==> config.mk <==
export PLATFORM = sky130hd
export DESIGN_NAME = store_drain_gate
export DESIGN_NICKNAME = d
export VERILOG_FILES = /design/src/rtl/sdg_pkg.sv /design/src/rtl/sdg_done_counter.sv /design/src/rtl/sdg_spec_counter.sv /design/src/rtl/sdg_issue_ctrl.sv /design/src/rtl/sdg_byte_mask.sv /design/src/rtl/store_drain_gate.sv
export SDC_FILE = /design/constraint.sdc
export NUM_CORES = 1
export LEC_CHECK = 0
export BUFFER_PORTS_ARGS = -buffer_cell sky130_fd_sc_hd__buf_2
export CAP_MARGIN = 40
export CORE_UTILIZATION = 40
export CTS_BUF_LIST = sky130_fd_sc_hd__clkbuf_4 sky130_fd_sc_hd__clkbuf_8
export DETAILED_ROUTE_END_ITERATION = 8
export PLACE_DENSITY = 0.66
export REMOVE_ABC_BUFFERS = 1
export SLEW_MARGIN = 20
export SYNTH_ARGS = -nofsm -noshare
export SYNTH_HDL_FRONTEND = slang
export SYNTH_HIERARCHICAL = 1
export SYNTH_SLANG_ARGS = --single-unit
==> constraint.sdc <==
create_clock -name clk -period 3.58 [get_ports clk]
set_input_delay 0.358 -clock clk [delete_from_list [all_inputs] [get_ports clk]]
set_output_delay 0.358 -clock clk [all_outputs]
set_load 0.02 [all_outputs]
==> src/rtl/sdg_pkg.sv <==
// Shared definitions for the store-drain decode stall tracker.
// Assumes: execute reports at most one event of each kind per cycle.
package sdg_pkg;
    // Width of the summed per-cycle execute increment (max 2+1+1 = 4).
    localparam int EXEC_INC_W = 3;

    // Outcome of the decode decision for one cycle.
    typedef enum logic [2:0] {
        DEC_IDLE,     // nothing offered or no room downstream
        DEC_BLOCKED,  // redirect in progress
        DEC_DROP,     // stale generation, discard
        DEC_STALL,    // stores outstanding, hold
        DEC_ISSUE     // send bundle downstream
    } dec_e;
endpackage

==> src/rtl/sdg_done_counter.sv <==
// Shared stores-done counter.
// Sums the execute events of the cycle, keeps the count in binary and
// registers its Gray form. It also presents the Gray form of the updated
// count so that decode sees this cycle's increments in the same cycle.
// Assumes: all events are single-cycle strobes; the count wraps mod 2^CNT_W.
module sdg_done_counter
    import sdg_pkg::*;
#(
    parameter int CNT_W = 8
) (
    input  logic             clk,
    input  logic             rst_n,
    input  logic             ev_undo,
    input  logic             ev_autoinc,
    input  logic             ev_final,
    output logic [CNT_W-1:0] next_gray,
    output logic [CNT_W-1:0] gray_q
);
    logic [EXEC_INC_W-1:0] inc;
    logic [CNT_W-1:0]      bin_q;
    logic [CNT_W-1:0]      bin_next;

    // Sum this cycle's completion events into one increment.
    always_comb begin
        inc = EXEC_INC_W'({ev_undo, 1'b0}) + EXEC_INC_W'(ev_autoinc)
            + EXEC_INC_W'(ev_final);
        bin_next  = bin_q + CNT_W'(inc);
        next_gray = bin_next ^ (bin_next >> 1);
    end

    // Register the binary count and its Gray form.
    always_ff @(posedge clk) begin
        if (!rst_n) begin
            bin_q  <= '0;
            gray_q <= '0;
        end else begin
            bin_q  <= bin_next;
            gray_q <= next_gray;
        end
    end
endmodule

==> src/rtl/sdg_spec_counter.sv <==
// Decode's speculative stores-sent counter.
// A reload from a redirect takes priority over an advance on issue.
// Assumes: the reload value is already in binary.
module sdg_spec_counter #(
    parameter int CNT_W = 8,
    parameter int ST_W  = 2
) (
    input  logic             clk,
    input  logic             rst_n,
    input  logic             reload,
    input  logic [CNT_W-1:0] reload_val,
    input  logic             advance,
    input  logic [ST_W-1:0]  adv_amount,
    output logic [CNT_W-1:0] count_q,
    output logic [CNT_W-1:0] count_gray
);
    // Load, advance or hold the speculative count.
    always_ff @(posedge clk) begin
        if (!rst_n)
            count_q <= '0;
        else if (reload)
            count_q <= reload_val;
        else if (advance)
            count_q <= count_q + CNT_W'(adv_amount);
    end

    // Gray view of the count for the equality test.
    always_comb count_gray = count_q ^ (count_q >> 1);
endmodule

==> src/rtl/sdg_issue_ctrl.sv <==
// Decode accept decision.
// Precedence: redirect, then handshake, then generation, then store drain.
// Assumes: counts_equal already includes this cycle's execute increments.
module sdg_issue_ctrl
    import sdg_pkg::*;
#(
    parameter int GEN_W = 2
) (
    input  logic             redirect,
    input  logic             fetch_valid,
    input  logic [GEN_W-1:0] fetch_gen,
    input  logic [GEN_W-1:0] cur_gen,
    input  logic             memcmd_ready,
    input  logic             indir_ready,
    input  logic             exec_ready,
    input  logic             counts_equal,
    output logic             issue,
    output logic             pop,
    output logic             stall
);
    dec_e dec;

    // Classify the cycle.
    always_comb begin
        if (redirect)
            dec = DEC_BLOCKED;
        else if (!(fetch_valid && memcmd_ready && indir_ready && exec_ready))
            dec = DEC_IDLE;
        else if (fetch_gen != cur_gen)
            dec = DEC_DROP;
        else if (!counts_equal)
            dec = DEC_STALL;
        else
            dec = DEC_ISSUE;
    end

    // Decode the classification into strobes.
    always_comb begin
        issue = (dec == DEC_ISSUE);
        pop   = (dec == DEC_ISSUE) || (dec == DEC_DROP);
        stall = (dec == DEC_STALL);
    end
endmodule

==> src/rtl/sdg_byte_mask.sv <==
// One-hot byte-lane mask for a store, selected by the offset within a line.
// Assumes: LINE_BYTES is a power of two.
module sdg_byte_mask #(
    parameter int LINE_BYTES = 8,
    localparam int OFF_W     = $clog2(LINE_BYTES)
) (
    input  logic [OFF_W-1:0]      offset,
    output logic [LINE_BYTES-1:0] mask
);
    // One comparator per lane.
    for (genvar g = 0; g < LINE_BYTES; g++) begin : g_lane
        assign mask[g] = (offset == OFF_W'(g));
    end
endmodule

==> src/rtl/store_drain_gate.sv <==
// Store-drain decode stall tracker (top).
// Holds decode while its speculative stores-sent count differs from the
// shared stores-done count, which execute advances in the event cycle.
// Assumes: synchronous active-low reset; outputs issue/pop/stall are
// combinational from inputs and registered counts.
module store_drain_gate #(
    parameter int CNT_W      = 8,
    parameter int GEN_W      = 2,
    parameter int ST_W       = 2,
    parameter int LINE_BYTES = 8,
    localparam int OFF_W     = $clog2(LINE_BYTES)
) (
    input  logic                  clk,
    input  logic                  rst_n,
    input  logic                  redirect_valid,
    input  logic [CNT_W-1:0]      redirect_count,
    input  logic [GEN_W-1:0]      cur_gen,
    input  logic                  fetch_valid,
    input  logic [GEN_W-1:0]      fetch_gen,
    input  logic [ST_W-1:0]       fetch_stores,
    input  logic                  memcmd_ready,
    input  logic                  indir_ready,
    input  logic                  exec_ready,
    input  logic                  ex_undo,
    input  logic                  ex_autoinc_retire,
    input  logic                  ex_final_store,
    input  logic [OFF_W-1:0]      st_offset,
    output logic [LINE_BYTES-1:0] st_mask,
    output logic                  fetch_pop,
    output logic                  issue,
    output logic                  stall,
    output logic [CNT_W-1:0]      spec_count,
    output logic [CNT_W-1:0]      done_gray
);
    logic [CNT_W-1:0] done_next_gray;
    logic [CNT_W-1:0] spec_gray;
    logic             counts_equal;

    sdg_done_counter #(.CNT_W(CNT_W)) u_done (
        .clk        (clk),
        .rst_n      (rst_n),
        .ev_undo    (ex_undo),
        .ev_autoinc (ex_autoinc_retire),
        .ev_final   (ex_final_store),
        .next_gray  (done_next_gray),
        .gray_q     (done_gray)
    );

    sdg_spec_counter #(.CNT_W(CNT_W), .ST_W(ST_W)) u_spec (
        .clk        (clk),
        .rst_n      (rst_n),
        .reload     (redirect_valid),
        .reload_val (redirect_count),
        .advance    (issue),
        .adv_amount (fetch_stores),
        .count_q    (spec_count),
        .count_gray (spec_gray)
    );

    // Equality only, taken on the Gray forms.
    always_comb counts_equal = (spec_gray == done_next_gray);

    sdg_issue_ctrl #(.GEN_W(GEN_W)) u_ctrl (
        .redirect     (redirect_valid),
        .fetch_valid  (fetch_valid),
        .fetch_gen    (fetch_gen),
        .cur_gen      (cur_gen),
        .memcmd_ready (memcmd_ready),
        .indir_ready  (indir_ready),
        .exec_ready   (exec_ready),
        .counts_equal (counts_equal),
        .issue        (issue),
        .pop          (fetch_pop),
        .stall        (stall)
    );

    sdg_byte_mask #(.LINE_BYTES(LINE_BYTES)) u_mask (
        .offset (st_offset),
        .mask   (st_mask)
    );
endmodule

=== Word level (Yosys, flattened, before mapping) ===
Cells that the tools add are included.

* Output and inout bits: 27
* Register bits after elaboration: 24
* Input bits: 27
* Word-level logic and storage cells: 33

* Bitwise logic cells: 2
* Multiplexer cells: 6
* Eq/ne operators: 12
* Add/subtract/negate cells: 4
* Reductions and logical operators: 6

{| class="wikitable"
|+ Operators with widths
! cell !! number
|-
| 2-to-1 mux 8 bit || 2
|-
| bitwise XOR 8 x 7 -> 8 bit || 2
|-
| equality test 3 bit (second input constant) || 5
|-
| equality test 3 x 2 -> 1 bit (second input constant) || 4
|-
| 2-to-1 mux 3 bit || 4
|-
| adder 8 x 2 -> 8 bit || 1
|-
| adder 8 x 3 -> 8 bit || 1
|-
| equality test 8 bit || 1
|-
| adder 2 x 1 -> 3 bit || 1
|-
| adder 3 x 1 -> 3 bit || 1
|-
| equality test 3 x 1 -> 1 bit (second input constant) || 1
|-
| logical AND 1 bit || 3
|-
| zero test 3 bit || 1
|-
| != test 2 bit || 1
|-
| nonzero test 2 bit || 1
|-
| logical OR 1 bit || 1
|}

=== Depth between registers and ports, before layout ===
* Word-level depth: 12
* Mapped depth: 17
* Depth with buffers taken out: 15

=== Cells and area by module ===
Netlist, hierarchy kept.

{| class="wikitable"
|+ By module, submodules not included
! module !! sequential area each (µm²) !! cells each !! instances !! area each (µm²)
|-
| sdg_done_counter || 300.3 || 93 || 1 || 870.8
|-
| sdg_spec_counter || 160.2 || 61 || 1 || 541.8
|-
| store_drain_gate || 0.0 || 11 || 1 || 86.3
|-
| sdg_byte_mask || 0.0 || 8 || 1 || 65.1
|-
| sdg_issue_ctrl || 0.0 || 9 || 1 || 63.8
|}

=== Worst setup path before layout ===
Ideal clock, no wire load.

* Path kind: input-to-reg
* Start point: input port ex_autoinc_retire
* End point: register u_spec.count_q[2]
* Path slack: -6 ps
* Stages on the path: 16
* Buffers on the path: 2
* Setup time: 116 ps
* Data required time: 3464 ps
* Arrival time: 3470 ps
* Path through: fa_1 inv_1 fa_1 buf_6 mux2_4 o22ai_2 xnor2_1 xnor2_1 nand4_1 nor2_1 inv_1 nor4_2 buf_6 or2b_1 xnor2_1 o211a_1

* Longest elaborated chain between the ends: 11

{| class="wikitable"
|+ Ends and longest elaborated chain
! what !! RTL line !! text
|-
| start, declared || store_drain_gate.sv:25 || <nowiki>input logic ex_autoinc_retire,</nowiki>
|-
| adder 2 x 1 -> 3 bit || sdg_done_counter.sv:25 || <nowiki>inc = EXEC_INC_W'({ev_undo, 1'b0}) + EXEC_INC_W'(ev_autoinc)</nowiki>
|-
| adder 3 x 1 -> 3 bit || sdg_done_counter.sv:26 || <nowiki>+ EXEC_INC_W'(ev_final);</nowiki>
|-
| adder 8 x 3 -> 8 bit || sdg_done_counter.sv:27 || <nowiki>bin_next = bin_q + CNT_W'(inc);</nowiki>
|-
| bitwise XOR 8 x 7 -> 8 bit || sdg_done_counter.sv:28 || <nowiki>next_gray = bin_next ^ (bin_next >> 1);</nowiki>
|-
| via done_next_gray[5] || store_drain_gate.sv:35 || <nowiki>logic [CNT_W-1:0] done_next_gray;</nowiki>
|-
| equality test 8 bit || store_drain_gate.sv:61 || <nowiki>always_comb counts_equal = (spec_gray == done_next_gray);</nowiki>
|-
| via counts_equal || store_drain_gate.sv:37 || <nowiki>logic counts_equal;</nowiki>
|-
| 2-to-1 mux 3 bit || sdg_issue_ctrl.sv:31 || <nowiki>else if (!counts_equal)</nowiki>
|-
| 2-to-1 mux 3 bit || sdg_issue_ctrl.sv:29 || <nowiki>else if (fetch_gen != cur_gen)</nowiki>
|-
| 2-to-1 mux 3 bit || sdg_issue_ctrl.sv:27 || <nowiki>else if (!(fetch_valid && memcmd_ready && indir_ready && exec_ready))</nowiki>
|-
| 2-to-1 mux 3 bit || sdg_issue_ctrl.sv:25 || <nowiki>if (redirect)</nowiki>
|-
| equality test 3 bit || sdg_issue_ctrl.sv:39 || <nowiki>issue = (dec == DEC_ISSUE);</nowiki>
|-
| via issue || store_drain_gate.sv:30 || <nowiki>output logic issue,</nowiki>
|-
| nonzero test 2 bit (no source line) || - ||
|-
| end signal, assigned || sdg_spec_counter.sv:22 || <nowiki>count_q <= reload_val;</nowiki>
|-
| end signal, assigned || sdg_spec_counter.sv:24 || <nowiki>count_q <= count_q + CNT_W'(adv_amount);</nowiki>
|-
| end, declared || sdg_spec_counter.sv:14 || <nowiki>output logic [CNT_W-1:0] count_q,</nowiki>
|}

The timed path passes the listed nets, and every way through them passes these cells.
A chain may end at the register's enable or synchronous reset.

=== Worst setup path in the final report ===
* Start point: register u_done.bin_q[0]
* End point: output port issue

* Longest elaborated chain between the ends: 8

{| class="wikitable"
|+ Ends and longest elaborated chain
! what !! RTL line !! text
|-
| start, declared || sdg_done_counter.sv:20 || <nowiki>logic [CNT_W-1:0] bin_q;</nowiki>
|-
| start signal, assigned || sdg_done_counter.sv:37 || <nowiki>bin_q <= bin_next;</nowiki>
|-
| adder 8 x 3 -> 8 bit || sdg_done_counter.sv:27 ||
|-
| bitwise XOR 8 x 7 -> 8 bit || sdg_done_counter.sv:28 ||
|-
| via done_next_gray[5] || store_drain_gate.sv:35 ||
|-
| equality test 8 bit || store_drain_gate.sv:61 ||
|-
| via counts_equal || store_drain_gate.sv:37 ||
|-
| 2-to-1 mux 3 bit || sdg_issue_ctrl.sv:31 ||
|-
| 2-to-1 mux 3 bit || sdg_issue_ctrl.sv:29 ||
|-
| 2-to-1 mux 3 bit || sdg_issue_ctrl.sv:27 ||
|-
| 2-to-1 mux 3 bit || sdg_issue_ctrl.sv:25 ||
|-
| equality test 3 bit || sdg_issue_ctrl.sv:39 ||
|-
| end, declared || store_drain_gate.sv:30 ||
|}

The timed path passes the listed nets, and every way through them passes these cells.

==> impl_metrics.json <==
{
  "finalWirelength_um": 3320,
  "cts.sinks": 23,
  "viasPerCell": 4.88,
  "ys.flop_type": "dfxtp_1",
  "track_usage_pct": 15.8,
  "syn_area_per_cell_um2": 8.94,
  "synth_common_cells": "dfxtp_1, xnor2_1, nand2_1, o21ai_0, and2_1",
  "htreeDepth": 1,
  "cp_max_fo": 10,
  "clkTransAtPathRegs_ps": 80,
  "drcViolationCount": 0,
  "die_height_um": 65.8,
  "drive_gt1_share_pct": 34.6,
  "synth_top_cell_area_share_pct": 28.3,
  "place_congestion": 0.768,
  "final.setup.tns_ps": 0,
  "r2r_start": "u_done/bin_q[0]",
  "status": "finished, final reports clean",
  "diodes": 0,
  "place_hpwl_um": 2480,
  "grt_overflow": 0,
  "nNetsFinal": 275,
  "fin_cells": 285,
  "synth.area.top_cells": "dfxtp_1, xnor2_1, ha_1",
  "path_delay_family": "buffers and inverters",
  "ys_warn_count": 6,
  "tightest_slew_ps": 419,
  "cts-root-buf": "clkbuf_8",
  "cts_tree": "done",
  "critical_path.slowest_cell": "fa_1",
  "yosysSeqAreaShare_pct": 28.3,
  "pin_count": 54,
  "path_class": "reg -> out",
  "dpl.cell_count": 276,
  "min_from": "redirect_count[1]",
  "post-route-util_pct": 53.3,
  "p_leak_uw": 0.000946,
  "cts_hold_buf": 0,
  "timing.fmax_ghz": 0.301,
  "die_area_um2": 4330,
  "hp-class": "in -> reg",
  "finalHoldViolations": 0,
  "ant_nets": 0,
  "slowest_delay_ps": 390,
  "period_needed_ps": 3320,
  "startpoint_type": "flop",
  "fill_cells": 355,
  "clk_latency_ps": 260,
  "syn2layout_area_growth_pct": 23.4,
  "whs_ps": 340,
  "ctsLongestPathBuffers": 2,
  "cp.required_ps": 3220,
  "syn_area_um2": 1630,
  "cts-buffers-inserted": 3,
  "synth_cell_types": 43,
  "crit_arrival_ps": 2960,
  "grt_first_pass_wirelength_um": 5280,
  "setup_viol": 0,
  "grt_max_degree": 28,
  "cp_cell_sequence": "fa_2 -> inv_1 -> fa_1 -> buf_6 -> mux2_4 -> o22ai_4 -> xnor2_2 -> xnor2_1 -> nand4_1 -> nor2_2 -> inv_1 -> nor4_2 -> buf_4 -> buf_4",
  "num_rows": 22,
  "synth_edf_count": 0,
  "power_density_nw_per_um2": 382,
  "drtPass1Iterations": 4,
  "die_w_um": 65.8,
  "drtIter0Drc": 73,
  "synthCells": 182,
  "period_share_pct": 92.8,
  "placeableCoreArea_um2": 3770,
  "clock_skew_ps": 2.58,
  "slew_headroom_pct": 72.1,
  "synth-seq-cells": 23,
  "io_buffers": 53,
  "end_kind": "primary output",
  "rsz0062_at_grt": "no",
  "grt_pass1_vias": 1194,
  "initial_utilization_pct": 43.2,
  "multi_input_area_um2": 1050,
  "yosysMostFrequentCell": "dfxtp_1",
  "cap_viol_max_count": 0,
  "wire_per_inst_um": 11.7,
  "crit_start": "u_done/bin_q[0]",
  "vias": 1390,
  "path_buf_inv": 5,
  "maxSlewViolCount": 0,
  "regArea_um2": 462,
  "antenna_found_initial": 0,
  "synthArstFlopShare_pct": 0,
  "synth_top_cell_by_area": "dfxtp_1",
  "ir_drop_mv": 0.163
}
-- tightest hold or removal path, stage by stage --
cell      delay, ps
buf_2           100
nand2_1          50
a21boi_0         60
-- repair_timing --
item	CTS	global route
setup endpoints to repair	0	6
gates resized for setup	0	9
setup buffers	0	5
-- state kept, by name (all words and copies together), names as in the netlist --
| register | count |
|---|---|
| u_done/gray_q | 8 |
| u_done/bin_q | 7 |
| u_spec/count_q | 8 |
-- final cells by class --
class / count / area share, %
clock buffer: 3 / 2.06
clock inverter: 1 / 0.249
inverter: 9 / 1.68
multi-input combinational: 137 / 52.4
sequential: 23 / 23.0
tap: 48 / 2.99
timing repair buffer: 64 / 17.6
-- metal layers --
layer / part of all wire, % / track usage (%) / vias up
li1: - / - / 724
met1: 47 / 20.3 / 628
met2: 49 / 26.4 / 36
met3: 4.4 / 4.14 / 2
met4: 0.33 / 3.26 / 0
met5: 0 / 0 / -
-- worst paths after layout --
check / to / slack (ps) / cells after the start
max: issue / 260 / 14
max reg2reg: u_spec/count_q[5] / 280 / 17
min reg2reg: u_done/gray_q[6] / 540 / 2
min: u_spec/count_q[1] / 340 / 3
-- placed cells by master, fill, tap and decap left out, types with 2 or more instances in the layout --
master / Yosys / routed
mux2i_1: 5 / 5
o21ai_0: 12 / 12
buf_2: 1 / 52
nand2_1: 14 / 14
xnor2_1: 20 / 19
and2_1: 10 / 10
buf_4: 3 / 11
and3b_2: 3 / 3
a21oi_1: 5 / 4
inv_1: 9 / 9
nand3_1: 3 / 3
nor3b_1: 3 / 3
nand2b_1: 5 / 5
or3_1: 4 / 4
fa_1: 3 / 2
xor2_1: 9 / 9
dfxtp_1: 23 / 22
a21boi_0: 2 / 2
a21o_1: 2 / 2
nor2_1: 4 / 3
ha_1: 7 / 7
nand4_1: 5 / 5
clkbuf_8: 0 / 3
a31oi_1: 3 / 3
nor3_1: 2 / 2
-- logic make-up (layout without fill, tap and decap cells) --
| group | count (synthesis) | after routing | share of synthesized area, % |
|---|---|---|---|
| xor+xnor | 29 | 29 | 15.6 |
| simple gates | 62 | 62 | 22.7 |
| buf+inv | 22 | 77 | 8.84 |
| mux | 6 | 6 | 4.00 |
| compound gates | 30 | 30 | 11.5 |
| flops | 23 | 23 | 28.3 |
| fa+ha+maj | 10 | 10 | 9.07 |
-- per-stage QoR --
stage | worst slack (ps) | cell area, um^2 | total power, uW
2_1_floorplan | -315 | 1520 | 506
3_3_place_gp | 90.6 | 1890 | 596
3_5_place_dp | 10.5 | 1890 | 599
4_1_cts | 8.65 | 1930 | 767
5_1_grt | 8.80 | 2010 | 817
6_report | 259 | 2010 | 768
-- where the power goes --
part | internal [uW] | leakage (uW) | total (uW) | switching [uW]
logic | 142 | 0.000731 | 294 | 153
clock network | 77.7 | 0.0000255 | 164 | 85.8
registers | 285 | 0.000189 | 310 | 24.8
total | 504 | 0.000946 | 768 | 263
No activity file was read; power rests on OpenSTA's default activity.
